### src/rtl/ssb_pkg.sv
package ssb_pkg;

    typedef enum logic {
        HOLD_PER_BYTE = 1'b0,
        HOLD_WHOLE    = 1'b1
    } hold_mode_e;

    // one sampled view of the external lines, aligned in time
    typedef struct packed {
        logic rise;   // rising edge of the transfer clock
        logic hold;   // hold input asserted (either polarity)
        logic sdi;    // serial input at the same sample
    } line_evt_t;

    function automatic logic hold_asserted(input logic act_hi, input logic act_lo_n);
        return act_hi | ~act_lo_n;
    endfunction

endpackage

### src/rtl/ssb_sync.sv
module ssb_sync
    import ssb_pkg::*;
#(
    parameter int unsigned STAGES = 2
) (
    input  logic      clk,
    input  logic      rst,
    input  logic      sclk_in,
    input  logic      hold_in,
    input  logic      hold_in_n,
    input  logic      sdi,
    output line_evt_t evt
);
    logic [STAGES:0]   sclk_q;
    logic [STAGES-1:0] hold_q;
    logic [STAGES-1:0] sdi_q;

    always_ff @(posedge clk) begin
        if (rst) begin
            sclk_q <= '1;
            hold_q <= '1;
            sdi_q  <= '0;
        end else begin
            sclk_q <= {sclk_q[STAGES-1:0], sclk_in};
            hold_q <= {hold_q[STAGES-2:0], hold_asserted(hold_in, hold_in_n)};
            sdi_q  <= {sdi_q[STAGES-2:0], sdi};
        end
    end

    always_comb begin
        evt.rise = sclk_q[STAGES-1] & ~sclk_q[STAGES];
        evt.hold = hold_q[STAGES-1];
        evt.sdi  = sdi_q[STAGES-1];
    end
endmodule

### src/rtl/ssb_shift.sv
module ssb_shift
    import ssb_pkg::*;
#(
    parameter int unsigned DW = 8
) (
    input  logic          clk,
    input  logic          rst,
    input  logic          init_en,
    input  line_evt_t     evt,
    input  logic          tx_load,
    input  logic [DW-1:0] tx_data,
    output logic          sdo_bit,
    output logic [DW-1:0] rx_data,
    output logic          byte_done,
    output logic          tx_taken
);
    localparam int unsigned CW = $clog2(DW);

    logic [DW-1:0] shreg;
    logic [CW-1:0] bit_cnt;
    logic          accept;
    logic          last;

    assign accept    = evt.rise & ~evt.hold & init_en;
    assign last      = (bit_cnt == CW'(DW - 1));
    assign byte_done = accept & last;
    assign tx_taken  = tx_load & init_en & (bit_cnt == '0);
    assign sdo_bit   = shreg[DW-1];

    always_ff @(posedge clk) begin
        if (rst) begin
            shreg   <= '0;
            bit_cnt <= '0;
            rx_data <= '0;
        end else if (!init_en) begin
            bit_cnt <= '0;
        end else if (accept) begin
            shreg   <= {shreg[DW-2:0], evt.sdi};
            bit_cnt <= last ? '0 : bit_cnt + 1'b1;
            if (last) rx_data <= {shreg[DW-2:0], evt.sdi};
        end else if (tx_taken) begin
            shreg <= tx_data;
        end
    end

    a_r4_count_frozen: assert property (@(posedge clk) disable iff (rst)
        (init_en && evt.hold) |=> $stable(bit_cnt));

    a_r3_count_steps: assert property (@(posedge clk) disable iff (rst)
        (accept && !last) |=> (bit_cnt == $past(bit_cnt) + 1'b1));
endmodule

### src/rtl/ssb_hshake.sv
module ssb_hshake
    import ssb_pkg::*;
#(
    parameter int unsigned FW = 4
) (
    input  logic          clk,
    input  logic          rst,
    input  logic          init_en,
    input  logic          byte_done,
    input  logic          tx_taken,
    input  logic          rx_read,
    input  hold_mode_e    mode,
    input  logic [FW-1:0] frame_len_m1,
    output logic          hold_act,
    output logic          rx_valid
);
    logic          tx_full;
    logic          rx_unread;
    logic [FW-1:0] frame_cnt;
    logic          ready;
    logic          at_frame_edge;

    always_ff @(posedge clk) begin
        if (rst || !init_en) begin
            tx_full   <= 1'b0;
            rx_unread <= 1'b0;
            frame_cnt <= '0;
        end else begin
            if (byte_done)     tx_full <= 1'b0;
            else if (tx_taken) tx_full <= 1'b1;

            if (byte_done)    rx_unread <= 1'b1;
            else if (rx_read) rx_unread <= 1'b0;

            if (byte_done)
                frame_cnt <= (frame_cnt >= frame_len_m1) ? '0 : frame_cnt + 1'b1;
        end
    end

    assign ready         = tx_full & ~rx_unread;
    assign at_frame_edge = (mode == HOLD_PER_BYTE) || (frame_cnt == '0);
    assign hold_act      = init_en & ~ready & at_frame_edge;
    assign rx_valid      = rx_unread;

    a_r2_byte_flags: assert property (@(posedge clk) disable iff (rst)
        byte_done |=> rx_valid);

    a_r6_load_releases: assert property (@(posedge clk) disable iff (rst)
        (init_en && $rose(tx_full) && !rx_unread && mode == HOLD_PER_BYTE) |-> !hold_act);
endmodule

### src/rtl/ssb_slave.sv
module ssb_slave
    import ssb_pkg::*;
#(
    parameter int unsigned DW     = 8,
    parameter int unsigned FW     = 4,
    parameter int unsigned STAGES = 2
) (
    input  logic          clk,
    input  logic          rst,
    input  logic          init_en,
    input  logic          hiz_mode,
    input  logic          busy_whole,
    input  logic [FW-1:0] frame_len_m1,
    input  logic          sclk_in,
    input  logic          hold_in,
    input  logic          hold_in_n,
    input  logic          sdi,
    output logic          sdo,
    output logic          sdo_oe,
    output logic          hold_out,
    output logic          hold_out_n,
    input  logic [DW-1:0] tx_data,
    input  logic          tx_load,
    output logic [DW-1:0] rx_data,
    output logic          rx_valid,
    input  logic          rx_read,
    output logic          byte_done
);
    line_evt_t evt;
    logic      tx_taken;
    logic      hold_act;

    ssb_sync #(.STAGES(STAGES)) u_sync (
        .clk(clk), .rst(rst), .sclk_in(sclk_in), .hold_in(hold_in),
        .hold_in_n(hold_in_n), .sdi(sdi), .evt(evt)
    );

    ssb_shift #(.DW(DW)) u_shift (
        .clk(clk), .rst(rst), .init_en(init_en), .evt(evt),
        .tx_load(tx_load), .tx_data(tx_data), .sdo_bit(sdo),
        .rx_data(rx_data), .byte_done(byte_done), .tx_taken(tx_taken)
    );

    ssb_hshake #(.FW(FW)) u_hs (
        .clk(clk), .rst(rst), .init_en(init_en), .byte_done(byte_done),
        .tx_taken(tx_taken), .rx_read(rx_read), .mode(hold_mode_e'(busy_whole)),
        .frame_len_m1(frame_len_m1), .hold_act(hold_act), .rx_valid(rx_valid)
    );

    assign hold_out   = hold_act;
    assign hold_out_n = ~hold_act;
    assign sdo_oe     = ~hiz_mode | ~evt.hold;

    a_r1_idle_hold: assert property (@(posedge clk) disable iff (rst)
        !init_en |-> (!hold_out && hold_out_n));

    a_r1_no_done_idle: assert property (@(posedge clk) disable iff (rst)
        !init_en |-> !byte_done);
endmodule

### config.mk
export PLATFORM = sky130hd
export DESIGN_NAME = ssb_slave
export DESIGN_NICKNAME = d
export VERILOG_FILES = /design/src/rtl/ssb_pkg.sv /design/src/rtl/ssb_sync.sv /design/src/rtl/ssb_shift.sv /design/src/rtl/ssb_hshake.sv /design/src/rtl/ssb_slave.sv
export SDC_FILE = /design/constraint.sdc
export NUM_CORES = 1
export LEC_CHECK = 0
export CORE_MARGIN = 1.5
export CORE_UTILIZATION = 43
export DETAILED_ROUTE_END_ITERATION = 10
export PLACE_DENSITY_LB_ADDON = 0.08
export SYNTH_ARGS = -nofsm -noshare
export SYNTH_HDL_FRONTEND = slang
export SYNTH_SLANG_ARGS = --single-unit
### constraint.sdc
create_clock -name clk -period 1.5 [get_ports clk]
set_input_delay 0.225 -clock clk [delete_from_list [all_inputs] [get_ports clk]]
set_output_delay 0.225 -clock clk [all_outputs]
set_load 0.02 [all_outputs]
Word-level counts from Yosys, hierarchy flattened:

Cells that the tools add are included.
W data, S select, Z words.

* flip-flop bits (word level): 32
* input port bits: 23
* output and inout bits: 14

* $add $sub $neg: 2
* magnitude comparators: 1
* equal/unequal tests: 1
* multiplexer cells: 6
* bitwise gates (word level): 20
* reductions and logical operators: 11

Operator list (count)
* $mux W8: 2
* $and A1 B1 Y1: 9
* $not A1 Y1: 9
* $add A4 B1 Y4 const B: 1
* $ge A4 B4 Y1: 1
* $logic_not A4 Y1: 1
* $mux W4: 1
* $reduce_bool A2 Y1: 2
* $reduce_or A2 Y1: 2
* $add A3 B1 Y3 const B: 1
* $eq A3 B3 Y1 const B: 1
* $logic_not A3 Y1: 1
* $mux W3: 1
* $reduce_and A3 Y1: 1
* $logic_or A1 B1 Y1: 2
* $mux W1: 2
* $or A1 B1 Y1: 2
* $reduce_and A2 Y1: 1
* $logic_not A1 Y1: 1

Longest topological paths before layout:

Gate-level depths: netlist of the first run.

* depth after elaboration: 6
* mapped depth: 7

Modules after synthesis:

A second synthesis of the first run with hierarchy kept.

* cell total of the unflattened synthesis: 168
* area total of the unflattened synthesis: 1516.5 um^2

By module, submodules not included
* ssb_shift: times used 1, cells each 101, area an instance 905.9 um^2
* ssb_hshake: times used 1, cells each 48, area an instance 390.4 um^2
* ssb_sync: times used 1, cells each 17, area an instance 212.7 um^2
* ssb_slave: times used 1, cells each 2, area an instance 7.5 um^2

Least setup slack after synthesis of the first run:

No wires, ideal clock.

* path kind: reg2out
* from: reg u_shift.bit_cnt[0]
* to: out byte_done
* arrival: 1232 ps
* data required time: 1275 ps
* slack: 43 ps
* stages on the path, launching flop included: 7
* buffers on the path: 1
* cell sequence: dfxtp_1 -> ha_1 -> ha_1 -> and4bb_2 -> nand2_2 -> buf_4 -> inv_1

* longest elaborated chain between the ends: 2

Ends and longest elaborated chain
* start, declared: RTL line ssb_shift.sv:20 `logic [CW-1:0] bit_cnt;`
* start signal, assigned: RTL line ssb_shift.sv:39 `bit_cnt <= last ? '0 : bit_cnt + 1'b1;`
* $eq A3 B3 Y1: RTL line ssb_shift.sv:25 `assign last = (bit_cnt == CW'(DW - 1));`
* $and A1 B1 Y1: RTL line ssb_shift.sv:26 `assign byte_done = accept & last;`
* end, declared: RTL line ssb_slave.sv:27 `output logic byte_done`

No other way between the ends.

Worst setup path in the final report of the first run:

* from: reg u_shift.bit_cnt[1]
* to: out byte_done

The elaborated chain is that of the path after synthesis.

==> impl.org, run 1 <==
** STA
- Final setup violation count :: 2
- Slew at the pin closest to its max-slew limit :: around 0.22 ns
- Count of pins over their slew limit :: 0
- Setup repair after global routing could not meet its margin everywhere.
- Setup skew after layout :: 0.00890 ns
- Subtracting the final worst setup slack from the clock period gives approximately 1.7 ns.
- The final critical path takes up 113% of the cycle.
- Across all setup checks in the final design, the least slack found is -0.195 ns.
- Final hold violation count :: 0
- Slew headroom :: 85.1%
- On the final layout, the worst hold slack is 0.366 ns.
- Timing-limited maximum frequency :: around 0.59 GHz

** Logic synthesis
- Summed over its instances, the top area cell type makes up roughly 44% of the synthesized netlist area.
- Sequential area share after synthesis :: between 40% and 50%
- Number of enable-type register cells in the synthesized netlist :: 0
- In the synthesized netlist the dominant register cell turns out to be dfxtp_1.
- Synthesis produced a netlist whose cell count is around 160.
- Most common cell in the netlist :: dfxtp_1
- Synthesis inferred 32 register bits.
- For this run, asynchronously set or reset flops after synthesis account for 0%.
- Ranked by instance count, the synthesized netlist is headed by dfxtp_1, nor2_1, nand2_1, a21oi_1.
- In this run the mean area of a mapped cell was about 9.3 µm².
- During synthesis, Yosys emitted a total of 0 warnings.
- Area leader, netlist :: dfxtp_1
- Sorting the synthesized cells by area gives the leading types as dfxtp_1, ha_1, mux2i_1, nor2_1, a21oi_1.
- Post-synth cell types :: 28
- The number of nets in the synthesized netlist is between 150 and 200.
- The cell area that synthesis handed to floorplanning was between 1000 and 1500 µm².

** Setup path
- Sort of element at the end of the critical path :: output pin
- Cell Chain, Critical Path :: ha_4, ha_4, and4bb_2, nand2_2, inv_2, buf_6
- The worst setup path is launched from a flop.
- For the worst setup path, the data required time is roughly 1.3 ns.
- Worst-path cell with the longest stage delay :: dfxtp_2
- Cells on worst reg2reg path :: 7
- Biggest fanout along the worst timing path :: 2
- Family with the most delay on the worst path :: flip-flops
- Worst setup path category :: reg -> out
- In this design, the stage delay of the slowest critical-path cell is around 0.35 ns.
- CP arrival :: 1.47 ns
- Most frequent cell on the critical path :: ha_4
- The critical path crosses 6 cells after its start point.
- Crit path buf inv count :: 2

** Global route
- Antenna violations before repair :: 0
- The via count of the first global-routing pass was 1189.
- Wire length of the first global-routing pass :: a little over 5 mm
- In the global route stage, overall resource usage came out at 18.6%.
- Leftover overflow at the end of global routing :: 0
- Largest net degree at the start of global routing :: 22

** Layout
- The finished layout holds approximately 250 standard cells, fillers aside.
- Fraction of final layout cells with drive strength greater than 1 :: 24.9%
- The final layout contains 240 nets.
- Compared with the post-synthesis result, the final layout area differs by 42.5%.
- Diode insertion count for antenna repair :: 0

** Floorplan
- The floorplan step set the die width to about 61 µm.
- The die covers ~3800 µm².
- In this run the vertical extent of the chip is 61.2 µm.
- Row generation in the floorplan step produced 20 rows.
- Ports :: 37
- The initial utilization of the core area, before any placement, comes to 46.6%.
- The core region is approximately 3100 µm².

** Status
- The flow ran to the end, but the final reports show violations.
- Violations in the final reports :: negative setup slack

** Drt
- The detail route stage leaves a number of antenna-violating nets equal to 0.
- Detailed Route WL :: 3.02 mm
- Across all layers, the routed design uses about 1200 vias.
- Drt via density :: approximately 4.8
- The detailed router finished its first iteration with 33 violations.
- DRC viols :: 0
- Number of iterations in the first detailed-routing pass :: 4
- In the final routed layout, each cell accounts on average for around 12 µm.

** Power and ir drop
- Largest voltage drop on the vdd net :: around 0.00054 V
- Leakage :: around 0.00094 µW
- PD cells :: 753 nW/µm²

** Placed design
- At the end of routability-driven placement, the weighted congestion stood at 0.769.
- HPWL after detailed placement :: 2.29 mm
- Number of buffers inserted by port buffering :: 36
- Total placed cells including tap cells :: 245

** Hold path
- Along the worst hold path, the cell count comes to 2.
- The worst hold path belongs to the class in -> reg.

** Clocking
- Clock tree synthesis inserted a total of 5 buffers.
- CTS H-tree lvls :: 2
- CTS tree :: yes
- After clock tree synthesis, the clock-pin slew on the worst setup and hold paths is about 0.1 ns.
- Max Root-Sink Buffers :: 2
- CTS placed an instance of clkbuf_4 at the clock tree root.
- The number of hold buffers added after CTS was 0.
- TritonCTS Sinks :: 32
- Clock latency on the worst-skew pair, taken at its later pin, is between 0.3 and 0.4 ns.

** Flow run
- Max-cap violations in this run came to 0.
==> path summary, 6_finish.rpt <==
| kind | start | end | slack (ns) |
|---|---|---|---|
| setup reg to reg | u_shift.bit_cnt[1] | u_hs.frame_cnt[0] | 0.04 |
| hold / removal | hold_in_n | u_sync.hold_q[0] | 0.37 |
| hold reg to reg | u_sync.sclk_q[0] | u_sync.sclk_q[1] | 0.42 |
| setup / recovery | u_shift.bit_cnt[1] | byte_done | -0.19 |
==> final cells by class <==
cell class	count	area, µm²
clock buffers	6	51.3
clock inverters	2	10.0
fillers	266	1050
inverters	9	33.8
multi-input cells	107	788
flip-flops and latches	32	646
well taps	44	55.1
repair buffers	53	494
==> routing by layer <==
layer | wire length (µm) | GRT usage (%) | vias up
met1 | 1370 | 22.6 | 549
met3 | 143 | 3.99 | 6
met5 | 0 | 0 | -
li1 | - | - | 635
met4 | 57 | 9.32 | 0
met2 | 1460 | 31.0 | 30
==> what timing repair did <==
item | 4_1_cts | 5_1_grt
buffers inserted | 0 | 0
pin swaps | 6 | 10
gates resized for setup | 38 | 10
endpoints found under the setup margin | 25 | 23
==> metrics by stage <==
stage | power (µW) | worst slack (ns) | utilization [%] | area, µm² | TNS, ns
global placement | 1070 | -0.321 | 62.0 | 1940 | -4.14
floorplan | 975 | 0.0429 | - | 1460 | 0
global route | 1630 | -0.264 | 66.4 | 2080 | -0.642
finish | 1560 | -0.195 | 66.4 | 2080 | -0.212
CTS | 1580 | -0.216 | 64.8 | 2030 | -0.245
detailed placement | 1070 | -0.348 | 62.0 | 1940 | -4.70
==> power by group <==
part / internal [µW] / leakage [µW] / total, µW / switching, µW
combinational: 107 / 0.000638 / 176 / 69.4
sequential: 868 / 0.000262 / 880 / 12.2
clock: 223 / 0.0000380 / 507 / 285
total: 1200 / 0.000939 / 1560 / 366
==> logic make-up after synthesis <==
logic type      after synthesis  synth area share (%)
compound gates               22                  9.35
xor+xnor                      4                  2.40
fa+ha+maj                     9                  7.72
buf+inv                      18                  7.46
flops                        32                  43.9
mux                          10                  6.86
simple gates                 62                  22.3
==> placed cells by master, fill, tap and decap left out, drive strengths merged, types with 2 or more instances in the layout <==
cell type and count:
nand2 17, xnor2 3, nand4bb 2, dfxtp 32, nand2b 3, a211oi 8
buf 20, nor2 18, nor2b 2, clkdlybuf4s50 22, ha 9, a21oi 12
inv 9, dlygate4sd2 10, mux2i 10, clkbuf 6, or2 4, clkinv 2
nand3 11
==> sequential cells by signal (all words and copies together) (netlist names) <==
signal	flops
u_sync.sdi_q	2
u_hs.rx_valid	1
u_sync.sclk_q	3
u_hs.tx_full	1
u_sync.hold_q	2
u_shift.shreg	8
u_shift.bit_cnt	3
u_hs.frame_cnt	4
u_shift.rx_data	8
==> worst reg2reg max path, delay by kind of cell, from the launching register on <==
kind,cells,cell delay [ns]
simple gates,3,0.38
flops,1,0.35
fa+ha+maj,2,0.31
buf+inv,1,0.18
xor+xnor,1,0.13
No activity file was read; power rests on OpenSTA's default activity.
==> run 2, diff against run 1 <==
--- a/config.mk
+++ b/config.mk
@@ -6,7 +6,7 @@
 export NUM_CORES = 1
 export LEC_CHECK = 0
 export CORE_MARGIN = 1.5
-export CORE_UTILIZATION = 43
+export CORE_UTILIZATION = 48
 export DETAILED_ROUTE_END_ITERATION = 10
 export PLACE_DENSITY_LB_ADDON = 0.08
 export SYNTH_ARGS = -nofsm -noshare
==> constraint.sdc (replaced) <==
create_clock -name clk -period 1.9 [get_ports clk]
set_input_delay 0.285 -clock clk [delete_from_list [all_inputs] [get_ports clk]]
set_output_delay 0.285 -clock clk [all_outputs]
set_load 0.02 [all_outputs]
==> run 2 against run 1 <==
  * Largest cell class unchanged
  * The flow finishes with violations (design-rule violations)
  * Cell area is 7.4% lower
  * Clock skew is 0.0018 ns lower
  * Via count is 1.1% lower
  * Combinational power is 27% lower
  * Total power is 21% lower
  * Routed wire length is 4.2% lower
  * Sequential cell count stayed put
  * Sequential share of layout area is 2.5 points higher
  * Clock-buffer cell count is 1 higher
==> impl.org, run 2 (synthesis results as in run 1) <==
** Status
- Run status :: complete, but fails checks (unchanged)
- Violations in the final reports :: design-rule violations (was negative setup slack)

** Global route
- Total routing usage reported by global routing :: 20.2% (was 18.6%)
- The initial antenna violation count came to 0 (unchanged).
- The wire length of the first global-routing pass was 5.18 mm (was 5.09 mm).
- Via count of the first global-routing pass :: 1176 (was 1189)
- Largest net degree at the start of global routing :: 25 (was 22)
- Leftover overflow at the end of global routing :: 0 (unchanged)

** Clocking
- The number of buffers inserted by hold repair at cts was 0 (unchanged).
- CTS H-tree lvls :: 2 (unchanged)
- The clock tree buffer depth came to 2 (unchanged).
- The root buffer cell is clkbuf_4 (unchanged).
- TritonCTS Sinks :: 32 (unchanged)
- Clock latency of the later-clocked register in the worst-skew pair :: 0.33 ns (about the same)
- The setup fix buffers added after clock tree synthesis came to 0 (unchanged).
- CTS tree :: yes (unchanged)
- The clock-pin transition on the worst setup and hold timing paths came to 0.09 ns (was 0.10 ns).
- TritonCTS Buffers :: 5 (unchanged)

** Power and ir drop
- The cell leakage power was 0.000816 µW (was 0.000939 µW).
- Clock Power Share :: 33.3% (was 32.4%)
- The cell area power density is 643 nW/µm² (was 753 nW/µm²).
- Largest voltage drop on the vdd net :: 0.000495 V (was 0.000539 V)
- The combinational fraction of design power is 10.4% (was 11.3%).
- P_sw :: 291 µW (was 366 µW)
- Net switching fraction of the power :: 23.6% (was 23.4%)
- The total internal power came to 946 µW (was 1200 µW).
- The total chip power is 1240 µW (was 1560 µW).
- Sequential cell fraction of total power :: 56.3% (about the same)

** Floorplan
- Die outline height :: 58.1 µm (was 61.2 µm)
- Area of the placeable core :: 2830 µm² (was 3130 µm²)
- The chip width is 58.1 µm (was 61.2 µm).
- The total number of placement rows was 19 (was 20).
- Effective utilization at floorplan :: 51.6% (was 46.6%)
- Total Die Area :: 3380 µm² (was 3750 µm²)
- The I/O pin count came to 37 (unchanged).

** Setup path
- The endpoint class of the critical path is an output pin (unchanged).
- The data arrival at the endpoint of the critical path came to 1.51 ns (was 1.47 ns).
- The worst flop-to-flop path startpoint is u_shift.bit_cnt[0] (was u_shift.bit_cnt[1]).
- The element type at the critical path start is a flop (unchanged).
- The largest driver fanout on the critical path was 2 (unchanged).
- Worst setup path category :: reg -> out (unchanged)
- The source of the critical timing path is u_shift.bit_cnt[0] (was u_shift.bit_cnt[1]).
- Required time of the critical path :: 1.62 ns (was 1.27 ns)

** STA
- Final hold violation count :: 0 (unchanged)
- Total Negative Setup Slacks :: 0 ns (was -0.212 ns)
- Derived from the worst setup path, the maximum achievable clock frequency is 0.556 GHz.
- Setup repair after global routing missed its margin :: no (was yes)
- The final critical path takes up a little over nine tenths of the cycle.
- The slew of the pin with the lowest slew margin is 0.225 ns (was 0.224 ns).
- Setup skew after layout :: 0.00709 ns (was 0.00890 ns)
- The total count of max-transition violations in the final report was 0 (unchanged).
- Final setup violation count :: 0 (was 2)
- Slew headroom :: 84.9% (was 85.1%)
- After layout, the minimum clock period comes to 1.80 ns.

** Layout
- Area occupied by multi-input gates :: 714 µm² (was 788 µm²)
- Count of filler cells inserted in the layout :: 235 (was 266)
- Commonest non-fill, non-tap cells in the layout: clkdlybuf4s50_1, dfxtp_1, nor2_1 (was dfxtp_1, clkdlybuf4s50_1, nor2_1).
- The number of non-filler instances in the completed layout is 231 (was 253).
- The most frequent standard cell in the layout excluding fill and tap cells is clkdlybuf4s50_1 (was dfxtp_1).
- Post-route core utilization :: 68.0% (was 66.4%)
- The cell area after layout was 1920 µm² (was 2080 µm²).
- The proportion of layout cells with a drive suffix above 1 came to 15.5% (was 24.9%).
- Diode insertion count for antenna repair :: 0 (unchanged)
- Largest registers :: u_shift.rx_data (8), u_shift.shreg (8), u_hs.frame_cnt (4) (unchanged)
- Final layout net count :: 231 (was 240)
- The flip-flop and latch area came to 646 µm² (unchanged).
- The area overhead of the layout relative to synthesis is 31.9% (was 42.5%).

** Placed design
- Placer Congestion :: 0.749 (was 0.769)
- HPWL after detailed placement :: 2.21 mm (was 2.29 mm)
- Total placed cells including tap cells :: 223 (was 245)
- The number of I/O port buffers came to 36 (unchanged).
- The cell area after placement was 1860 µm² (was 1940 µm²).

** Drt
- The total vias in the final route was 1206 (was 1220).
- Drt via density :: 5.22 (was 4.82)
- The final routed wire length divided by cell count came to 12.5 µm (was 12.0 µm).
- The post-detailed-route DRC marker count is 4 (was 0).
- The antenna violation net count after detailed routing is 0 (unchanged).
- Number of iterations in the first detailed-routing pass :: 7 (was 4)
- Iteration-0 DRC Markers :: 52 (was 33)
- Detailed Route WL :: 2.90 mm (was 3.02 mm)

** Hold path
- The kind of path behind the tightest hold check is reg -> reg (was in -> reg).
- Worst Hold Launch :: u_sync.hold_q[0] (was hold_in_n)

** Flow run
- The number of violations of the max-capacitance limit is 0 (unchanged).
## run 2: cell types whose count changed in the layout (fill, tap and decap cells not counted), moves of 2 or more
cell / before / now
dlygate4sd2_1: 10 / 1
buf_6: 3 / 0
inv_2: 3 / 0
clkdlybuf4s50_1: 22 / 33
ha_4: 5 / 0
buf_4: 16 / 8
inv_1: 6 / 9
ha_1: 3 / 7
clkinv_2: 2 / 0
## run 2: timing repair
| item | 4_1_cts | 5_1_grt |
|---|---|---|
| resized for setup | 6 | 8 |
| hold endpoints to repair | 0 | 0 |
| endpoints found under the setup margin | 3 | 3 |
## run 2: through the flow
step	hold slack, ns	setup WS, ns
6_report	0.422	0.102
5_1_grt	0.441	0.00567
4_1_cts	0.426	0.0245
3_5_place_dp	0.395	-0.00454
3_3_place_gp	0.391	0.0197
2_1_floorplan	0.347	0.383
## run 2: layout make-up
class	count	share of cell area [%]
multi-input cells	107	37.1
flip-flops and latches	32	33.5
repair buffers	44	22.3
clock buffers	7	2.86
well taps	31	2.02
inverters	9	1.76
clock inverters	1	0.390
## run 2: final timing paths
| check | end | slack [ns] | cells after the start |
|---|---|---|---|
| max reg2reg | u_hs.frame_cnt[0] | 0.42 | 7 |
| max | byte_done | 0.10 | 6 |
| min reg2reg | u_sync.hold_q[1] | 0.42 | 1 |
| min | u_sync.hold_q[1] | 0.42 | 1 |
## run 2: layer usage
metal | share of wire, % | up-vias | GRT usage, %
met5 | 0 | - | 0
met4 | 1.2 | 0 | 6.64
met3 | 6.2 | 5 | 6.70
met2 | 47 | 39 | 33.6
met1 | 46 | 545 | 24.7
li1 | - | 617 | -
## run 2: power groups by stage
stage	clock (µW)	sequential [µW]	combinational [µW]
final	412	696	129
after CTS	417	696	130
after global placement	0	711	128
after detailed placement	0	711	131
after global routing	454	699	141
after floorplan	0	709	60.6
## run 2: worst max-delay path, cell delays in order (launching register included)
cell      delay [ns]
dfxtp_2         0.33
ha_2            0.18
ha_2            0.17
and4bb_2        0.24
nand2_2         0.08
inv_1           0.04
buf_4           0.15
